--- src/rtl/swap_pkg.sv ---
package swap_pkg;
  localparam int IC_W = 16;

  typedef struct packed {
    logic            intEn;
    logic            protEn;
    logic            privMode;
    logic [IC_W-1:0] icount;
  } stateWord_t;

  localparam int WORD_W = $bits(stateWord_t);

  // strobes from control to datapath
  typedef struct packed {
    logic saveOld;
    logic enterTrap;
    logic enterIrq;
    logic restore;
  } swapCtl_t;
endpackage

--- src/rtl/swap_ctrl.sv ---
module swap_ctrl
  import swap_pkg::*;
(
  input  logic     clk,
  input  logic     rstN,
  input  logic     instrDone,
  input  logic     trapReq,
  input  logic     retStrobe,
  input  logic     irqPending,
  input  logic     intEnabled,
  output swapCtl_t ctl
);
  always_comb begin
    ctl = '0;
    if (retStrobe) begin
      ctl.restore = 1'b1;
    end else if (instrDone) begin
      if (trapReq) begin
        ctl.enterTrap = 1'b1;
        ctl.saveOld   = 1'b1;
      end else if (irqPending && intEnabled) begin
        ctl.enterIrq = 1'b1;
        ctl.saveOld  = 1'b1;
      end
    end
  end

  // at most one action per cycle
  assert_single_action_R8: assert property (@(posedge clk) disable iff (!rstN)
    $onehot0({ctl.enterTrap, ctl.enterIrq, ctl.restore}));
endmodule

--- src/rtl/swap_datapath.sv ---
module swap_datapath
  import swap_pkg::*;
#(
  parameter int TRAP_W = 4,
  parameter int DEV_W  = 4,
  parameter logic [IC_W-1:0] IRQ_VEC = 16'h0100,
  parameter logic [IC_W-1:0] USER_IC = 16'h4000
) (
  input  logic              clk,
  input  logic              rstN,
  input  swapCtl_t          ctl,
  input  logic [TRAP_W-1:0] trapCode,
  input  logic              devSet,
  input  logic [DEV_W-1:0]  devCode,
  input  logic              devAck,
  input  logic              tblWe,
  input  logic [TRAP_W-1:0] tblAddr,
  input  logic [IC_W-1:0]   tblData,
  output stateWord_t        curWord,
  output stateWord_t        savedWord,
  output logic              saveStrobe,
  output logic              irqFlagQ,
  output logic [DEV_W-1:0]  causeQ
);
  localparam int TBL_DEPTH = 1 << TRAP_W;

  localparam stateWord_t RESET_WORD = '{intEn: 1'b0, protEn: 1'b0, privMode: 1'b1, icount: '0};
  localparam stateWord_t USER_WORD  = '{intEn: 1'b1, protEn: 1'b1, privMode: 1'b0, icount: USER_IC};

  logic [IC_W-1:0]  trapTable [TBL_DEPTH];
  logic [DEV_W-1:0] pendCode;
  stateWord_t       handlerWord;

  // handler address table, one register per entry
  for (genvar g = 0; g < TBL_DEPTH; g++) begin : gTbl
    always_ff @(posedge clk) begin
      if (!rstN)
        trapTable[g] <= '0;
      else if (tblWe && (tblAddr == TRAP_W'(g)))
        trapTable[g] <= tblData;
    end
  end

  always_comb begin
    handlerWord.intEn    = 1'b0;
    handlerWord.protEn   = 1'b0;
    handlerWord.privMode = 1'b1;
    handlerWord.icount   = ctl.enterTrap ? trapTable[trapCode] : IRQ_VEC;
  end

  // running word and save slot: swapped in one edge
  always_ff @(posedge clk) begin
    if (!rstN) begin
      curWord    <= RESET_WORD;
      savedWord  <= USER_WORD;
      saveStrobe <= 1'b0;
    end else begin
      saveStrobe <= ctl.saveOld;
      if (ctl.restore)
        curWord <= savedWord;
      else if (ctl.enterTrap || ctl.enterIrq) begin
        savedWord <= curWord;
        curWord   <= handlerWord;
      end
    end
  end

  // sticky device request
  always_ff @(posedge clk) begin
    if (!rstN) begin
      irqFlagQ <= 1'b0;
      pendCode <= '0;
    end else if (devSet) begin
      irqFlagQ <= 1'b1;
      pendCode <= devCode;
    end else if (devAck) begin
      irqFlagQ <= 1'b0;
    end
  end

  always_ff @(posedge clk) begin
    if (!rstN)
      causeQ <= '0;
    else if (ctl.enterIrq)
      causeQ <= pendCode;
  end

  assert_irq_needs_enable_R2: assert property (@(posedge clk) disable iff (!rstN)
    ctl.enterIrq |-> (curWord.intEn && irqFlagQ));

  assert_entry_masks_R3: assert property (@(posedge clk) disable iff (!rstN)
    (ctl.enterTrap || ctl.enterIrq) |=> (curWord.privMode && !curWord.intEn && !curWord.protEn));

  assert_save_old_R4: assert property (@(posedge clk) disable iff (!rstN)
    ctl.saveOld |=> ((savedWord == $past(curWord)) && saveStrobe));

  assert_flag_sticky_R5: assert property (@(posedge clk) disable iff (!rstN)
    (irqFlagQ && !devAck) |=> irqFlagQ);

  assert_cause_stable_R6: assert property (@(posedge clk) disable iff (!rstN)
    !ctl.enterIrq |=> $stable(causeQ));

  assert_restore_R9: assert property (@(posedge clk) disable iff (!rstN)
    ctl.restore |=> (curWord == $past(savedWord)));
endmodule

--- src/rtl/trap_swap_unit.sv ---
module trap_swap_unit
  import swap_pkg::*;
#(
  parameter int TRAP_W = 4,
  parameter int DEV_W  = 4,
  parameter logic [IC_W-1:0] IRQ_VEC = 16'h0100,
  parameter logic [IC_W-1:0] USER_IC = 16'h4000
) (
  input  logic              clk,
  input  logic              rstN,
  input  logic              instrDone,
  input  logic              trapReq,
  input  logic [TRAP_W-1:0] trapCode,
  input  logic              retStrobe,
  input  logic              devSet,
  input  logic [DEV_W-1:0]  devCode,
  input  logic              devAck,
  input  logic              tblWe,
  input  logic [TRAP_W-1:0] tblAddr,
  input  logic [IC_W-1:0]   tblData,
  output logic              curIntEn,
  output logic              curProtEn,
  output logic              curPriv,
  output logic [IC_W-1:0]   curIc,
  output logic              saveEn,
  output logic [WORD_W-1:0] saveWord,
  output logic              irqFlag,
  output logic [DEV_W-1:0]  causeCode
);
  swapCtl_t   ctl;
  stateWord_t curWord;
  stateWord_t savedWord;

  swap_ctrl u_ctrl (
    .clk        (clk),
    .rstN       (rstN),
    .instrDone  (instrDone),
    .trapReq    (trapReq),
    .retStrobe  (retStrobe),
    .irqPending (irqFlag),
    .intEnabled (curWord.intEn),
    .ctl        (ctl)
  );

  swap_datapath #(
    .TRAP_W  (TRAP_W),
    .DEV_W   (DEV_W),
    .IRQ_VEC (IRQ_VEC),
    .USER_IC (USER_IC)
  ) u_dp (
    .clk        (clk),
    .rstN       (rstN),
    .ctl        (ctl),
    .trapCode   (trapCode),
    .devSet     (devSet),
    .devCode    (devCode),
    .devAck     (devAck),
    .tblWe      (tblWe),
    .tblAddr    (tblAddr),
    .tblData    (tblData),
    .curWord    (curWord),
    .savedWord  (savedWord),
    .saveStrobe (saveEn),
    .irqFlagQ   (irqFlag),
    .causeQ     (causeCode)
  );

  assign curIntEn  = curWord.intEn;
  assign curProtEn = curWord.protEn;
  assign curPriv   = curWord.privMode;
  assign curIc     = curWord.icount;
  assign saveWord  = savedWord;
endmodule

--- config.mk ---
export PLATFORM = sky130hd
export DESIGN_NAME = trap_swap_unit
export DESIGN_NICKNAME = d
export VERILOG_FILES = /design/src/rtl/swap_pkg.sv /design/src/rtl/swap_ctrl.sv /design/src/rtl/swap_datapath.sv /design/src/rtl/trap_swap_unit.sv
export SDC_FILE = /design/constraint.sdc
export NUM_CORES = 1
export LEC_CHECK = 0
export BUFFER_PORTS_ARGS = -buffer_cell sky130_fd_sc_hd__buf_2
export CAP_MARGIN = 20
export CORE_ASPECT_RATIO = 0.8
export CORE_UTILIZATION = 55
export CTS_CLUSTER_SIZE = 40
export DETAILED_ROUTE_END_ITERATION = 16
export HOLD_SLACK_MARGIN = 0.12
export PLACE_DENSITY = 0.76
export SYNTH_ARGS = -nofsm -noshare
export SYNTH_HDL_FRONTEND = slang
export SYNTH_SLANG_ARGS = --single-unit
--- constraint.sdc ---
create_clock -name clk -period 2.89 [get_ports clk]
set_clock_uncertainty 0.15 [all_clocks]
set_input_delay 0.4335 -clock clk [delete_from_list [all_inputs] [get_ports clk]]
set_output_delay 0.4335 -clock clk [all_outputs]
set_load 0.02 [all_outputs]
==> results.ini, run 1 <==
[pwr]
p_int_w = 0.00741
seqPwrFrac_pct = 53.3
p_switching_w = 0.00210
p_sw_share_pct = 22.1
powerDensity_nw_per_um2 = 620
leakagePower_nw = 5.56
p_total_w = 0.00951
comb_power_share_pct = 7.3
power_frac_clock_pct = 39.4
vdd_drop_max_mv = 0.464

[grt]
globalRouteTotalUtil_pct = 27.7
grt_remaining_overflow = 0
grtUsageMet2_pct = 42.9
use_met3_pct = 6.52
grt_max_degree = 44
met1_usage_pct = 39.9
antenna_found_initial = 2
grt_pass1_vias = 8062
busiest_layer = met2
grt_pass1_wl_microns = 50300

[route]
routed_wl_microns = 33900
wl_per_cell_microns = 24.7
ant_nets = 0
drc_errors = 0
vias_per_cell = 6.02
via_count = 8240
drtIter0Drc = 783
drtPass1Iterations = 5

[placement]
place.gp.congestion = 0.825
post_dp_cell_area_sq_um = 14300
place_inst = 1302
pre_cts_ws_ns = 0.223
hpwlAfterDp_microns = 21400
io_buffers = 79

[cts]
clk_latency_ns = 0.55
tritoncts = yes
ctsHtreeMaxLevel = 1
cts.path.max_buffers = 3
numCtsBuffers = 30
path_clk_slew_ns = 0.06
cts_root_buffer = clkbuf_16
cts_resized = 0
cts.sinks = 304

[synth]
synth-xor-area-share_pct = 0
synth_compound_area_share_pct = 4.70
synth-main-ff-cell = edfxtp_1
synthMuxAreaShare_pct = 11.5
synthCells = 938
netlist_area_sq_um = 13500
async_flop_share_pct = 0
yosys.area_share.adder_pct = 0
ys_warn_count = 0
synthSimpleGateAreaFrac_pct = 17.0
seq_area_frac_synth_pct = 64.1
syn_nets = 974
yosysTopAreaCell = edfxtp_1
syn_area_per_cell_sq_um = 14.4
synth_cell_type_count = 38
synth_edf_count = 256
synth_area_leaders = edfxtp_1 (57%), and2_1 (12%), mux4_2 (9.8%)
synth_top_family_by_area = simple AND/OR/NAND/NOR gates
synth_top_cell_area_share_pct = 57.0
ys_seq_elements = 304

[layout]
final_area_sq_um = 15300
final_cell_mix = and2_1 (261), edfxtp_1 (256), buf_2 (78)
stdcell_count = 1369
drive_gt1_share_pct = 22.5
final_common_cell = and2_1
synthToLayoutAreaGrowth_pct = 13.7
nets = 1068

[status]
outcome = finished, final reports clean

[setup_path]
slowest_stage = mux4_2
cp_top_family = multiplexers
critPathLaunchType = primary input
crit_fanout = 33
path_cells = buf_4, mux4_2, and3_1, a21oi_1, o211ai_1
critical_path_class = in -> reg
endpoint_kind = register
cp_num_buf_inv = 1
critPathMaxStageDelay_ns = 0.60
cp.required_ns = 3.14
cp.arrival_ns = 2.34

[floorplanning]
dieArea_sq_um = 25200
die_w_microns = 177
pin_count = 80
start_util_pct = 56.9
die_y_microns = 142
core_sq_um = 23700
row_count = 50

[timing]
tns_ns = 0
final-setup-viol-count = 0
worst_slew_pin_slew_ns = 0.751
timing.final.ws_setup_ns = 0.797
slew_headroom_pct = 49.9
fmax_mhz = 478
min_period_ns = 2.09
period_share_pct = 72.4
rsz0062_at_grt = false
slew_violations = 0
hold_viol = 0

[run]
maxCapViolations = 0

[min_path]
hp-class = in -> reg

-- metal layers --
layer	vias to the layer above	part of all wire (%)
li1	3627	-
met1	4112	41
met2	441	46
met3	60	11
met4	0	2.2
met5	-	0
-- cell families (layout without fill, tap and decap cells) --
kind of cell / after synthesis / count (layout)
buffers and inverters: 75 / 193
AOI/OAI and AO/OA: 100 / 100
and+or+nand+nor: 385 / 385
muxes: 74 / 74
DFF: 304 / 304
other: 0 / 1
-- stage by stage --
step	hold slack (ns)	util (%)
2_1_floorplan	0.310	-
3_5_place_dp	0.316	60.3
3_3_place_gp	0.299	60.3
6_report	0.170	64.7
5_1_grt	0.160	64.7
4_1_cts	0.142	64.7
-- cell usage after synthesis (all sizes together) (15+ instances only) --
master,n
buf,28
mux4,63
edfxtp,256
a21oi,34
dfxtp,48
and2,261
nand2,43
clkbuf,45
nor2,27
o21ai,16
nor2b,18
and3,15
a22oi,31
-- power by group through the flow --
stage / logic [W] / clock network, W / registers, W
final: 0.000693 / 0.00375 / 0.00507
after global routing: 0.000734 / 0.00394 / 0.00509
after CTS: 0.000692 / 0.00379 / 0.00507
after detailed placement: 0.000676 / 0 / 0.00516
after global placement: 0.000667 / 0 / 0.00515
after floorplan: 0.000398 / 0 / 0.00515
-- final cells by class --
cell class | instances | area, sq um
timing repair buffer | 135 | 868
tap | 312 | 390
clock inverter | 19 | 139
sequential | 304 | 8650
fill | 1683 | 8370
clock buffer | 37 | 808
multi-input combinational | 559 | 4470
inverter | 2 | 7.51
antenna | 1 | 2.50
-- worst paths after layout --
path / to / from / cells past startpoint / slack, ns
min: u_dp.savedWord[18] / rstN / 3 / 0.17
max reg2reg: u_dp.curWord[6] / u_dp.trapTable[15][6] / 4 / 1.01
min reg2reg: u_dp.curWord[17] / u_dp.savedWord[17] / 2 / 0.32
max: u_dp.curWord[6] / trapCode[0] / 5 / 0.80
-- state kept, by name (all words and copies together), names as in the netlist --
name and flops:
u_dp.curWord 19, u_dp.saveStrobe 1, u_dp.causeQ 4, u_dp.trapTable 256
u_dp.pendCode 4, u_dp.irqFlagQ 1, u_dp.savedWord 19
-- worst min-delay path: stages --
cell and delay, ns:
buf_2 0.10, buf_4 0.21, nand2_1 0.08
-- timing repair --
item,CTS,global route
hold buffers,10,0
setup buffers,0,0
hold endpoints to repair,5,0
Note: power is estimated with default switching activity, not from simulation.
==> run 2: changes to the inputs <==
ABC_AREA = 1   (was unset)
CORE_UTILIZATION = 60   (was 55)
PLACE_DENSITY = 0.79   (was 0.76)
clock period = 1.94 ns   (was 2.89 ns; I/O delays follow)
==> results.ini, run 2 <==
[cts]
path_clk_slew_ns = 0.06  ; about the same
ctsHtreeMaxLevel = 1  ; unchanged
numCtsBuffers = 30  ; unchanged
cts_root_buffer = clkbuf_16  ; unchanged
tritoncts = yes  ; unchanged
cts.sinks = 304  ; unchanged
clk_latency_ns = 0.55  ; about the same
cts.path.max_buffers = 3  ; unchanged

[floorplanning]
pin_count = 80  ; unchanged
core_sq_um = 22500  ; was 23700 sq um
die_y_microns = 138  ; was 142 microns
die_w_microns = 171  ; was 177 microns
start_util_pct = 61.2  ; was 56.9%
row_count = 49  ; was 50
dieArea_sq_um = 23600  ; was 25200 sq um

[placement]
place.gp.congestion = 0.855  ; was 0.825
io_buffers = 79  ; unchanged
hpwlAfterDp_microns = 22100  ; was 21400 microns
pre_cts_ws_ns = 0.162  ; was 0.223 ns

[run]
maxCapViolations = 0  ; unchanged

[grt]
grt_remaining_overflow = 0  ; unchanged
antenna_found_initial = 0  ; was 2
grt_max_degree = 70  ; was 44
grt_pass1_wl_microns = 55500  ; was 50300 microns
grt_pass1_vias = 10200  ; was 8062
globalRouteTotalUtil_pct = 31.2  ; was 27.7%

[pwr]
leakagePower_nw = 6.64  ; was 5.56 nW
vdd_drop_max_mv = 0.658  ; was 0.464 mV
powerDensity_nw_per_um2 = 926  ; was 620 nW/um^2
p_total_w = 0.0151  ; was 0.00951 W

[route]
drc_errors = 0  ; unchanged
vias_per_cell = 5.78  ; was 6.02
via_count = 10900  ; was 8240
routed_wl_microns = 36400  ; was 33900 microns
ant_nets = 0  ; unchanged
drtPass1Iterations = 6  ; was 5
wl_per_cell_microns = 19.3  ; was 24.7 microns
drtIter0Drc = 1624  ; was 783

[timing]
tns_ns = 0  ; unchanged
min_period_ns = 1.82
worst_slew_pin_slew_ns = 0.639  ; was 0.751 ns
slew_headroom_pct = 57.3  ; was 49.9%
slew_violations = 0  ; unchanged
final-setup-viol-count = 0  ; unchanged
period_share_pct = 94.0
hold_viol = 0  ; unchanged
fmax_mhz = 548
whs_ns = 0.166  ; was 0.170 ns
rsz0062_at_grt = false  ; unchanged
timing.final.ws_setup_ns = 0.116  ; was 0.797 ns

[synth]
netlist_area_sq_um = 13800  ; was 13500 sq um
syn_area_per_cell_sq_um = 9.42  ; was 14.4 sq um
ys_warn_count = 0  ; unchanged
ys_seq_elements = 304  ; unchanged
async_flop_share_pct = 0  ; unchanged
synth_area_leaders = edfxtp_1 (56%), nor2_1 (13%), dfxtp_1 (7.0%)  ; was edfxtp_1 (57%), and2_1 (12%), mux4_2 (9.8%)
synth-main-ff-cell = edfxtp_1  ; unchanged
syn_nets = 1498  ; was 974
synth_cell_type_count = 30  ; was 38
seq_area_frac_synth_pct = 62.8  ; was 64.1%
synth_edf_count = 256  ; unchanged
yosysMostFrequentCell = nor2_1  ; was and2_1
synth_top_cell_area_share_pct = 55.8  ; was 57.0%
synthCells = 1462  ; was 938
synth_commonest_cells = nor2_1 (466), edfxtp_1 (256), nand2_1 (154)  ; was and2_1 (261), edfxtp_1 (256), mux4_2 (59)
yosysTopAreaCell = edfxtp_1  ; unchanged

[setup_path]
critPathMaxStageDelay_ns = 0.52  ; was 0.60 ns
critPathLaunchType = primary input  ; unchanged
reg2reg_slack_ns = 0.25  ; was 1.01 ns
crit_top_cell = inv_2
crit_fanout = 23  ; was 33
critical_path_class = in -> reg  ; unchanged
slowest_stage = dlygate4sd3_1  ; was mux4_2
path_cells = dlygate4sd3_1, buf_2, inv_2, nand2_1, inv_2, nand2_4, inv_4, nor2_8, buf_12, nand3_1, o21ai_0, inv_1, a21oi_1  ; was buf_4, mux4_2, and3_1, a21oi_1, o211ai_1
endpoint_kind = register  ; unchanged
startpoint = retStrobe  ; was trapCode[0]
cp.required_ns = 2.26  ; was 3.14 ns
r2r-start = u_dp.curWord[18]  ; was u_dp.trapTable[15][6]
cp.arrival_ns = 2.15  ; was 2.34 ns

[layout]
drive_gt1_share_pct = 16.8  ; was 22.5%
max_flop_register = u_dp.trapTable  ; unchanged
fill_cells = 1542  ; was 1683
top_regs = u_dp.trapTable (256), u_dp.curWord (19), u_dp.savedWord (19)  ; unchanged
final_cell_mix = nor2_1 (463), edfxtp_1 (256), nand2_1 (154)  ; was and2_1 (261), edfxtp_1 (256), buf_2 (78)
nets = 1591  ; was 1068
synthToLayoutAreaGrowth_pct = 18.4  ; was 13.7%
largest_reg_flops = 256  ; unchanged
final_common_cell = nor2_1  ; was and2_1
postLayoutCoreUtil_pct = 72.5  ; was 64.7%
antenna_cells = 0  ; was 1

[min_path]
hold_path_startpoint = tblData[0]  ; was rstN
hp-class = in -> reg  ; unchanged

[status]
outcome = finished, final reports clean  ; unchanged

run 2: layout make-up:
type                            count  area [sq um]  area share [%]
Timing Repair Buffer              163          1560            9.56
Sequential cell                   304          8650            53.0
Clock buffer                       45           937            5.74
Tap cell                          306           383            2.35
Clock inverter                     11           106           0.652
Multi-Input combinational cell    944          4260            26.1
Inverter                          112           423            2.59
run 2: routing by layer:
metal	GRT usage (%)	vias to the layer above	part of all wire [%]
met5	0	-	0
met4	8.98	0	2.4
met3	5.29	64	11
met2	51.2	628	48
met1	42.9	5185	39
li1	-	5015	-
run 2: what timing repair did:
action                                  in CTS  in global routing
buffers inserted                             0                  0
hold buffers                                23                  0
hold endpoints to repair                    69                  0
endpoints found under the setup margin       0                  8
resized for setup                            0                  4
run 2: cell families after synthesis:
kind of cell / share of synthesized area [%]
AOI/OAI and AO/OA: 8.46
buffers and inverters: 6.55
and+or+nand+nor: 22.2
DFF: 62.8
run 2: stage by stage:
stage               area [sq um]  cells
floorplan                  13800   1462
global placement           15000   1809
detailed placement         15000   1809
CTS                        16300   1888
global route               16300   1885
finish                     16300   1885
run 2: worst paths after layout:
check / end / cells past startpoint
max: u_dp.curWord[0] / 13
min: u_dp.trapTable[5][0] / 3
max reg2reg: u_dp.curWord[0] / 10
min reg2reg: u_dp.savedWord[7] / 2
run 2: worst max-delay path, delay by kind of cell:
family                 cells  cell delay, ns
AND/OR/NAND/NOR            4            0.44
AO/OA/AOI/OAI              2            0.27
buffers and inverters      7            1.13
run 2: report_power, final:
| group | switching [W] | internal, W | total (W) |
|---|---|---|---|
| logic | 0.00100 | 0.000506 | 0.00151 |
| clock network | 0.00243 | 0.00359 | 0.00602 |
| registers | 0.000136 | 0.00745 | 0.00759 |
